## src/rtl/ppt_pkg.sv

```systemverilog
package ppt_pkg;

    typedef enum logic [2:0] {
        ST_IDLE  = 3'd0,
        ST_PREP  = 3'd1,
        ST_DIVW  = 3'd2,
        ST_EINIT = 3'd3,
        ST_SQGO  = 3'd4,
        ST_SQW   = 3'd5,
        ST_EVAL  = 3'd6
    } ppt_state_e;

endpackage

```

## src/rtl/ppt_xstep.sv

```systemverilog
// One multiply-by-x step modulo P for a residue of degree below deg.
module ppt_xstep #(
    parameter int W     = 16,
    parameter int DEG_W = 5
) (
    input  logic [W-1:0]     v,
    input  logic [W-1:0]     plow,
    input  logic [DEG_W-1:0] deg,
    output logic [W-1:0]     vx
);
    logic [W-1:0] mask;
    logic         msb;

    always_comb begin
        mask = '0;
        msb  = 1'b0;
        for (int i = 0; i < W; i++) begin
            mask[i] = (i < int'(deg));
            if (i == int'(deg) - 1) msb = v[i];
        end
        vx = ({v[W-2:0], 1'b0} & mask) ^ (msb ? (plow & mask) : '0);
    end
endmodule

```

## src/rtl/ppt_mulmod.sv

```systemverilog
// Bit-serial modular multiply: MSB-first Horner, deg cycles per product.
module ppt_mulmod #(
    parameter int W     = 16,
    parameter int DEG_W = 5
) (
    input  logic             clk,
    input  logic             rst_n,
    input  logic             go,
    input  logic [W-1:0]     a,
    input  logic [W-1:0]     b,
    input  logic [W-1:0]     plow,
    input  logic [DEG_W-1:0] deg,
    output logic [W-1:0]     prod,
    output logic             rdy
);
    typedef struct packed {
        logic             busy;
        logic             rdy;
        logic [W-1:0]     a;
        logic [W-1:0]     b;
        logic [W-1:0]     acc;
        logic [DEG_W-1:0] idx;
    } mm_t;

    mm_t          mm_q, mm_d;
    logic [W-1:0] acc_x;
    logic         bsel;

    ppt_xstep #(.W(W), .DEG_W(DEG_W)) u_step (
        .v(mm_q.acc), .plow(plow), .deg(deg), .vx(acc_x)
    );

    always_comb begin
        bsel = 1'b0;
        for (int i = 0; i < W; i++) begin
            if (i == int'(mm_q.idx)) bsel = mm_q.b[i];
        end
        mm_d     = mm_q;
        mm_d.rdy = 1'b0;
        if (go) begin
            mm_d.a    = a;
            mm_d.b    = b;
            mm_d.acc  = '0;
            mm_d.idx  = deg - DEG_W'(1);
            mm_d.busy = 1'b1;
        end else if (mm_q.busy) begin
            mm_d.acc = acc_x ^ (bsel ? mm_q.a : '0);
            if (mm_q.idx == '0) begin
                mm_d.busy = 1'b0;
                mm_d.rdy  = 1'b1;
            end else begin
                mm_d.idx = mm_q.idx - DEG_W'(1);
            end
        end
    end

    always_ff @(posedge clk or negedge rst_n) begin
        if (!rst_n) mm_q <= '0;
        else        mm_q <= mm_d;
    end

    assign prod = mm_q.acc;
    assign rdy  = mm_q.rdy;
endmodule

```

## src/rtl/ppt_divider.sv

```systemverilog
// Restoring division of the all-ones value 2^deg-1 by dv, one quotient bit per cycle.
module ppt_divider #(
    parameter int W     = 16,
    parameter int DEG_W = 5
) (
    input  logic             clk,
    input  logic             rst_n,
    input  logic             go,
    input  logic [W-1:0]     dv,
    input  logic [DEG_W-1:0] deg,
    output logic [W-1:0]     quo,
    output logic             rdy
);
    typedef struct packed {
        logic             busy;
        logic             rdy;
        logic [W-1:0]     dv;
        logic [W-1:0]     rem;
        logic [W-1:0]     quo;
        logic [DEG_W-1:0] idx;
    } dv_t;

    dv_t          dv_q, dv_d;
    logic [W:0]   trial;
    logic         ge;
    logic [W-1:0] diff;

    always_comb begin
        trial = {dv_q.rem, 1'b1};
        ge    = (trial >= {1'b0, dv_q.dv});
        diff  = trial[W-1:0] - dv_q.dv;

        dv_d     = dv_q;
        dv_d.rdy = 1'b0;
        if (go) begin
            dv_d.dv   = dv;
            dv_d.rem  = '0;
            dv_d.quo  = '0;
            dv_d.idx  = deg - DEG_W'(1);
            dv_d.busy = 1'b1;
        end else if (dv_q.busy) begin
            dv_d.rem = ge ? diff : trial[W-1:0];
            dv_d.quo = {dv_q.quo[W-2:0], ge};
            if (dv_q.idx == '0) begin
                dv_d.busy = 1'b0;
                dv_d.rdy  = 1'b1;
            end else begin
                dv_d.idx = dv_q.idx - DEG_W'(1);
            end
        end
    end

    always_ff @(posedge clk or negedge rst_n) begin
        if (!rst_n) dv_q <= '0;
        else        dv_q <= dv_d;
    end

    assign quo = dv_q.quo;
    assign rdy = dv_q.rdy;
endmodule

```

## src/rtl/ppt_tester.sv

```systemverilog
module ppt_tester #(
    parameter int MAX_DEG  = 16,
    parameter int MAX_FACT = 4,
    parameter int DEG_W    = $clog2(MAX_DEG + 1),
    parameter int CNT_W    = $clog2(MAX_FACT + 1)
) (
    input  logic                        clk,
    input  logic                        rst_n,
    input  logic                        start,
    input  logic [DEG_W-1:0]            poly_deg,
    input  logic [MAX_DEG-1:0]          poly_low,
    input  logic [CNT_W-1:0]            fac_cnt,
    input  logic [MAX_FACT*MAX_DEG-1:0] factors,
    output logic                        busy,
    output logic                        done,
    output logic                        is_primitive
);
    import ppt_pkg::*;

    localparam int W = MAX_DEG;

    typedef struct packed {
        ppt_state_e              st;
        logic                    busy;
        logic                    done;
        logic                    prim;
        logic [DEG_W-1:0]        deg;
        logic [W-1:0]            plow;
        logic [CNT_W-1:0]        cnt;
        logic [CNT_W-1:0]        stage;
        logic [MAX_FACT*W-1:0]   fac;
        logic [W-1:0]            expo;
        logic [W-1:0]            res;
        logic [DEG_W-1:0]        bitp;
    } ctl_t;

    ctl_t         ctl_q, ctl_d;
    logic [W-1:0] in_mask, cur_mask, fac_sel;
    logic [W-1:0] mul_prod, prod_x, div_quo;
    logic         mul_rdy, div_rdy, mul_go, div_go;
    logic         expo_bit, bad_in, is_one, stage_fail;

    assign mul_go = (ctl_q.st == ST_SQGO);
    assign div_go = (ctl_q.st == ST_PREP) && (ctl_q.stage != '0);

    ppt_mulmod #(.W(W), .DEG_W(DEG_W)) u_mul (
        .clk(clk), .rst_n(rst_n), .go(mul_go),
        .a(ctl_q.res), .b(ctl_q.res),
        .plow(ctl_q.plow), .deg(ctl_q.deg),
        .prod(mul_prod), .rdy(mul_rdy)
    );

    ppt_divider #(.W(W), .DEG_W(DEG_W)) u_div (
        .clk(clk), .rst_n(rst_n), .go(div_go),
        .dv(fac_sel), .deg(ctl_q.deg),
        .quo(div_quo), .rdy(div_rdy)
    );

    ppt_xstep #(.W(W), .DEG_W(DEG_W)) u_xmul (
        .v(mul_prod), .plow(ctl_q.plow), .deg(ctl_q.deg), .vx(prod_x)
    );

    always_comb begin
        in_mask  = '0;
        cur_mask = '0;
        expo_bit = 1'b0;
        for (int i = 0; i < W; i++) begin
            in_mask[i]  = (i < int'(poly_deg));
            cur_mask[i] = (i < int'(ctl_q.deg));
            if (i == int'(ctl_q.bitp)) expo_bit = ctl_q.expo[i];
        end
        fac_sel = '0;
        for (int k = 0; k < MAX_FACT; k++) begin
            if (int'(ctl_q.stage) == k + 1) fac_sel = ctl_q.fac[k*W +: W];
        end
        bad_in     = (poly_deg == '0) || (int'(poly_deg) > MAX_DEG) || !poly_low[0];
        is_one     = (ctl_q.res == W'(1));
        stage_fail = (ctl_q.stage == '0) ? !is_one : is_one;

        ctl_d      = ctl_q;
        ctl_d.done = 1'b0;
        unique case (ctl_q.st)
            ST_IDLE: begin
                if (start) begin
                    ctl_d.prim = 1'b0;
                    if (bad_in) begin
                        ctl_d.done = 1'b1;
                    end else begin
                        ctl_d.deg   = poly_deg;
                        ctl_d.plow  = poly_low & in_mask;
                        ctl_d.cnt   = (fac_cnt > CNT_W'(MAX_FACT)) ? CNT_W'(MAX_FACT) : fac_cnt;
                        ctl_d.fac   = factors;
                        ctl_d.stage = '0;
                        ctl_d.busy  = 1'b1;
                        ctl_d.st    = ST_PREP;
                    end
                end
            end
            ST_PREP: begin
                if (ctl_q.stage == '0) begin
                    ctl_d.expo = cur_mask;
                    ctl_d.st   = ST_EINIT;
                end else begin
                    ctl_d.st = ST_DIVW;
                end
            end
            ST_DIVW: begin
                if (div_rdy) begin
                    ctl_d.expo = div_quo;
                    ctl_d.st   = ST_EINIT;
                end
            end
            ST_EINIT: begin
                ctl_d.res  = W'(1);
                ctl_d.bitp = ctl_q.deg - DEG_W'(1);
                ctl_d.st   = ST_SQGO;
            end
            ST_SQGO: begin
                ctl_d.st = ST_SQW;
            end
            ST_SQW: begin
                if (mul_rdy) begin
                    ctl_d.res = expo_bit ? prod_x : mul_prod;
                    if (ctl_q.bitp == '0) begin
                        ctl_d.st = ST_EVAL;
                    end else begin
                        ctl_d.bitp = ctl_q.bitp - DEG_W'(1);
                        ctl_d.st   = ST_SQGO;
                    end
                end
            end
            ST_EVAL: begin
                if (stage_fail || ctl_q.stage == ctl_q.cnt) begin
                    ctl_d.st   = ST_IDLE;
                    ctl_d.busy = 1'b0;
                    ctl_d.done = 1'b1;
                    ctl_d.prim = !stage_fail;
                end else begin
                    ctl_d.stage = ctl_q.stage + CNT_W'(1);
                    ctl_d.st    = ST_PREP;
                end
            end
            default: ctl_d.st = ST_IDLE;
        endcase
    end

    always_ff @(posedge clk or negedge rst_n) begin
        if (!rst_n) ctl_q <= '0;
        else        ctl_q <= ctl_d;
    end

    assign busy         = ctl_q.busy;
    assign done         = ctl_q.done;
    assign is_primitive = ctl_q.prim;
endmodule

```

## config.mk

```make
export PLATFORM = sky130hd
export DESIGN_NAME = ppt_tester
export DESIGN_NICKNAME = d
export VERILOG_FILES = /design/src/rtl/ppt_pkg.sv /design/src/rtl/ppt_xstep.sv /design/src/rtl/ppt_mulmod.sv /design/src/rtl/ppt_divider.sv /design/src/rtl/ppt_tester.sv
export SDC_FILE = /design/constraint.sdc
export NUM_CORES = 1
export LEC_CHECK = 0
export ABC_CLOCK_PERIOD_IN_PS = 3240
export BUFFER_PORTS_ARGS = -buffer_cell sky130_fd_sc_hd__buf_2
export CAP_MARGIN = 10
export CORE_MARGIN = 2
export CORE_UTILIZATION = 25
export CTS_BUF_LIST = sky130_fd_sc_hd__clkbuf_4 sky130_fd_sc_hd__clkbuf_8
export DETAILED_ROUTE_END_ITERATION = 10
export SLEW_MARGIN = 20
export SYNTH_ARGS = -nofsm -noshare
export SYNTH_HDL_FRONTEND = slang
export SYNTH_SLANG_ARGS = --single-unit
```

## constraint.sdc

```tcl
create_clock -name clk -period 3.24 [get_ports clk]
set_input_delay 0.648 -clock clk [delete_from_list [all_inputs] [get_ports clk]]
set_output_delay 0.648 -clock clk [all_outputs]
set_load 0.02 [all_outputs]
```

=== Yosys cells after proc, flatten, opt, wreduce, memory -nomap -nowiden ===
Index checks and enable logic that the tools add are counted.

* Register bits: 228
* Bits of input ports: 91
* Output and inout port bits: 3
* Word-level logic and storage cells: 262

* Add/subtract/negate cells: 7
* $lt $le $gt $ge: 35
* Equal/unequal tests: 67
* Mux-type cells: 92
* Bitwise operators: 6
* Reductions and logical operators: 32

{| class="wikitable"
|+ Operators by type and width
! cell !! count
|-
| $eq A5 B32 Y1 const A || 8
|-
| $mux W16 || 10
|-
| $eq A4 B32 Y1 const A || 4
|-
| $mux W97 || 1
|-
| $mux W91 || 1
|-
| $eq A5 B5 Y1 const A || 16
|-
| $lt A4 B5 Y1 const A || 16
|-
| $mux W37 || 2
|-
| $eq A3 B32 Y1 const A || 2
|-
| $mux W21 || 3
|-
| $mux W1 || 56
|-
| $and A16 B16 Y16 || 3
|-
| $pmux W21 S2 || 1
|-
| $eq A4 B5 Y1 const A || 8
|-
| $lt A3 B5 Y1 const A || 8
|-
| $eq A2 B32 Y1 const A || 1
|-
| $logic_not A32 Y1 || 1
|-
| $pmux W16 S2 || 1
|-
| $xor A16 B16 Y16 || 2
|-
| $logic_not A5 Y1 || 6
|-
| $pmux W3 S7 || 1
|-
| $eq A3 B5 Y1 const A || 4
|-
| $lt A1 B5 Y1 const A || 4
|-
| $lt A2 B5 Y1 const A || 4
|-
| other kinds (30) || 76
|}

=== Depth between registers and ports, before layout ===
* Word-level depth: 23
* Gate-level depth with buffers: 13
* Depth with buffers taken out: 11

=== By module ===
Synthesis repeated with hierarchy kept, for this count alone.

* Cell total of the unflattened synthesis: 1,613
* Area, all modules: 15,267.1 µm²

{| class="wikitable"
|+ By module, submodules not included
! module !! instances !! cells each !! area an instance (µm²) !! sequential area each (µm²)
|-
| ppt_tester || 1 || 696 || 6,995.5 || 3,353.2
|-
| ppt_divider || 1 || 357 || 3,410.8 || 1,376.3
|-
| ppt_mulmod || 1 || 298 || 3,084.2 || 1,376.3
|-
| ppt_xstep || 2 || 131 || 888.4 || 0.0
|}

=== Worst setup path before layout ===
OpenSTA, ideal clock, no wires.

* Path kind: register to register
* Start point: register ctl_q[123] in the netlist's numbering
* End point: register u_mul.mm_q (netlist bit u_mul.prod[9])
* Library setup time: 94 ps
* Arrival: 2,888 ps
* Required time: 3,146 ps
* Setup slack: 258 ps
* Stages on the path, launching flop included: 13
* Path buffers: 2
* Cells stage by stage: dfrtp_1 clkbuf_1 inv_1 ha_1 buf_2 nor3b_1 a211oi_2 a221oi_2 o22ai_4 o211ai_1 mux2_2 xor2_1 a211oi_1

* Longest elaborated chain between the ends: 23

{| class="wikitable"
|+ RTL lines
! item !! line !! text
|-
| from (decl) || ppt_tester.sv:37 || <nowiki>ctl_t ctl_q, ctl_d;</nowiki>
|-
| from (signal assigned) || ppt_tester.sv:149 || <nowiki>else ctl_q <= ctl_d;</nowiki>
|-
| $sub A5 B1 Y6 || ppt_xstep.sv:19 || <nowiki>if (i == int'(deg) - 1) msb = v[i];</nowiki>
|-
| $logic_not A32 Y1 || ppt_xstep.sv:19 ||
|-
| $mux W1 (16 in series) || ppt_xstep.sv:19 ||
|-
| $mux W16 || ppt_xstep.sv:21 || <nowiki>vx = ({v[W-2:0], 1'b0} & mask) ^ (msb ? (plow & mask) : '0);</nowiki>
|-
| $xor A16 B16 Y16 * || ppt_xstep.sv:21 ||
|-
| $xor A16 B16 Y16 * || ppt_mulmod.sv:47 || <nowiki>mm_d.acc = acc_x ^ (bsel ? mm_q.a : '0);</nowiki>
|-
| $mux W21 * || ppt_mulmod.sv:46 || <nowiki>end else if (mm_q.busy) begin</nowiki>
|-
| $mux W21 * || ppt_mulmod.sv:40 || <nowiki>if (go) begin</nowiki>
|-
| to (signal assigned) || ppt_mulmod.sv:59 || <nowiki>else mm_q <= mm_d;</nowiki>
|-
| to (decl) || ppt_mulmod.sv:25 || <nowiki>mm_t mm_q, mm_d;</nowiki>
|}

Every way passes the cells marked *; elsewhere a longest branch is shown, timed or not. The select of a mux whose other input is x is not followed.
A chain may end at the register's enable or synchronous reset.

=== Worst setup path after layout ===
* Start point: register ctl_q[124] in the netlist's numbering
* End point: register u_mul.mm_q (netlist bit u_mul.prod[8])

The elaborated chain is that of the path after synthesis.

==> impl_metrics.json <==
{
  "antenna_found_initial": 3,
  "row_count": 81,
  "switchingPower_uw": 6870,
  "wirelength_um": 33300,
  "die-area_um2": 51500,
  "run_status": "finished, final reports clean",
  "die_height_um": 227,
  "start_util_pct": 25.3,
  "crit_fanout": 10,
  "grt_pass1_vias": 9944,
  "netlist.area_leader.share_pct": 45.9,
  "cts_root_buf": "clkbuf_8",
  "combPwrFrac_pct": 50.2,
  "track_usage_pct": 13.0,
  "yosysTopAreaCell": "dfrtp_1",
  "grt_remaining_overflow": 0,
  "internal_power_uw": 9230,
  "num_io_pins": 94,
  "path_delay_family": "compound AO/OA/AOI/OAI gates",
  "total_power_uw": 16100,
  "cp.required_ns": 3.70,
  "p_leak_uw": 0.00671,
  "core_area_um2": 49100,
  "power_frac_seq_pct": 32.2,
  "wl_per_cell_um": 15.8,
  "final_util_pct": 30.0,
  "drive_gt1_share_pct": 21.8,
  "die_x_um": 227,
  "crit_chain": "inv_1 -> ha_1 -> a211oi_1 -> a211oi_2 -> a221oi_2 -> buf_4 -> o22ai_4 -> buf_4 -> o211ai_1 -> mux2_2 -> xor2_1 -> a211oi_1",
  "drt-pass1-iter-count": 5,
  "avgSynthCellArea_um2": 9.43,
  "timing.slew.headroom_pct": 24.8,
  "ant_nets": 0,
  "cts_made_buffers": 39,
  "vias_per_cell": 4.77,
  "hpwlAfterDp_um": 24100,
  "cap_violations": 0,
  "critPathKind": "reg -> reg",
  "final_nets": 1541,
  "critical-path-max-stage-delay_ns": 0.44,
  "clk_latency_ns": 0.56,
  "synth-seq-cells": 228,
  "clkTransAtPathRegs_ns": 0.07,
  "syn_nets": 1444,
  "finalSetupViolCount": 0,
  "vias": 10100,
  "min_period_ns": 3.08,
  "slowest_stage": "dfrtp_2",
  "cts_tree": "yes",
  "hold_path.class": "in -> reg",
  "hold_ws_ns": 0.315,
  "hold_viol": 0,
  "seq_area_frac_synth_pct": 45.9,
  "worstSetupEndpointType": "register",
  "synth-edff-count": 0,
  "drt_iter0_drc": 735,
  "synth.cell_area_um2": 12400,
  "clkPwrFrac_pct": 17.6,
  "layout_common_cells": "227 x dfrtp_1, 167 x nand2_1, 127 x nor2_1",
  "finClkSkew_ns": 0.0276,
  "port_buffers": 93,
  "finalCritPeriodShare_pct": 95.1,
  "worst_pin_slew_ns": 1.12,
  "clockBufferDepth": 3,
  "final_common_cell": "dfrtp_1",
  "cp-start-kind": "register",
  "syn_inst": 1317,
  "clock_sinks": 228,
  "dominantRegCellSynth": "dfrtp_1",
  "grt_pass1_wl_um": 53700,
  "synthArstFlopShare_pct": 100,
  "grt_max_degree": 79,
  "synth_cell_types": 67,
  "synth.area.top_cells": "dfrtp_1 46%, mux2_2 6.7%, nand2_1 5.0%",
  "ys.warnings.count": 0,
  "area_delta_synth_final_pct": 18.4,
  "path_buf_inv": 3,
  "max_freq_ghz": 0.325,
  "slew_viol_final": 0,
  "crit_arrival_ns": 3.54,
  "htree_levels": 2,
  "drc": 0,
  "gp_congestion": 0.920,
  "switching_share_pct": 42.7,
  "p_per_area_nw_per_um2": 1090,
  "fin_tns_setup_ns": 0,
  "ir_worst_vdd_v": 0.000486
}
-- what timing repair did --
item                       in CTS  in global routing
setup endpoints to repair       4                 17
cloned                          0                  0
setup buffers                   1                 10
pin swaps                       2                  2
hold buffers                    1                  0
gates resized for setup         2                  1
hold endpoints to repair       20                  0
-- Yosys cell counts, drive strengths merged, types with 6 or more instances --
cell type,instances
nor3,14
o21ai,89
ha,35
nand3,20
a31oi,8
xor2,17
a21oi,91
a221oi,7
o211ai,23
nor2b,21
clkbuf,62
nand3b,7
inv,51
and3,9
nor2,128
nand2,167
mux2,74
dfrtp,228
buf,21
mux2i,35
nor4,7
a21o,11
and2,10
o31ai,6
xnor2,25
nor3b,8
a22oi,33
a211oi,44
nand2b,11
-- worst reg2reg max path, cell delays in order (launching register included) --
cell	delay, ns
dfrtp_2	0.44
inv_1	0.10
ha_1	0.29
a211oi_1	0.32
a211oi_2	0.16
a221oi_2	0.26
buf_4	0.18
o22ai_4	0.09
buf_4	0.19
o211ai_1	0.20
mux2_2	0.38
xor2_1	0.16
a211oi_1	0.23
-- power groups by stage --
stage	clock (µW)	sequential (µW)	combinational, µW
finish	2830	5180	8090
global route	3040	5350	9000
floorplan	0	4730	6070
detailed placement	0	5200	7780
global placement	0	5180	7590
CTS	2930	5160	7850
-- flip-flops by register name, summed over array words and instances, names as in the netlist --
name and count:
ctl_q 131, u_div.dv_q 38, u_mul.mm_q 22, u_div.quo 16, u_mul.prod 16, busy 1, done 1, is_primitive 1
u_div.rdy 1, u_mul.rdy 1
-- metal layers --
metal	share of wire [%]	up-vias	global-route usage, %
met5	0.078	-	0
li1	-	4824	-
met1	45	4842	17.7
met2	46	311	20.5
met3	6.5	73	2.34
met4	2.8	4	4.72
-- stage by stage --
step,setup slack [ns],area (µm²),cells
5_1_grt,-0.0147,14700,2107
6_report,0.160,14700,2107
3_5_place_dp,-0.0944,13700,2025
2_1_floorplan,0.258,12400,1317
3_3_place_gp,0.0175,13700,2025
4_1_cts,0.00739,14600,2096
-- cell type report --
cell class	instances	area, µm²
antenna	1	2.50
clock buffer	60	776
clock inverter	9	76.3
fill	5160	34300
inverter	51	191
multi-input combinational	955	6230
sequential	228	5710
tap	664	831
timing repair buffer	139	898
-- cells by family after synthesis --
logic type      synth area share, %
simple gates                   15.3
compound gates                 18.3
flops                          45.9
buf+inv                        4.31
mux                            9.53
xor+xnor                       3.02
fa+ha+maj                      3.69
-- final timing paths --
| check | start | endpoint | slack [ns] | cells after the start |
|---|---|---|---|---|
| min reg2reg | u_div.dv_q[4] | u_div.rdy | 0.48 | 1 |
| min in group asynchronous | rst_n | ctl_q[72] | 0.58 | 2 |
| max | ctl_q[124] | u_mul.prod[8] | 0.16 | 12 |
| max reg2reg | ctl_q[124] | u_mul.prod[8] | 0.16 | 12 |
| max in group asynchronous | rst_n | ctl_q[124] | 1.81 | 3 |
| min | factors[24] | ctl_q[61] | 0.32 | 2 |
No activity file was read; power rests on OpenSTA's default activity.
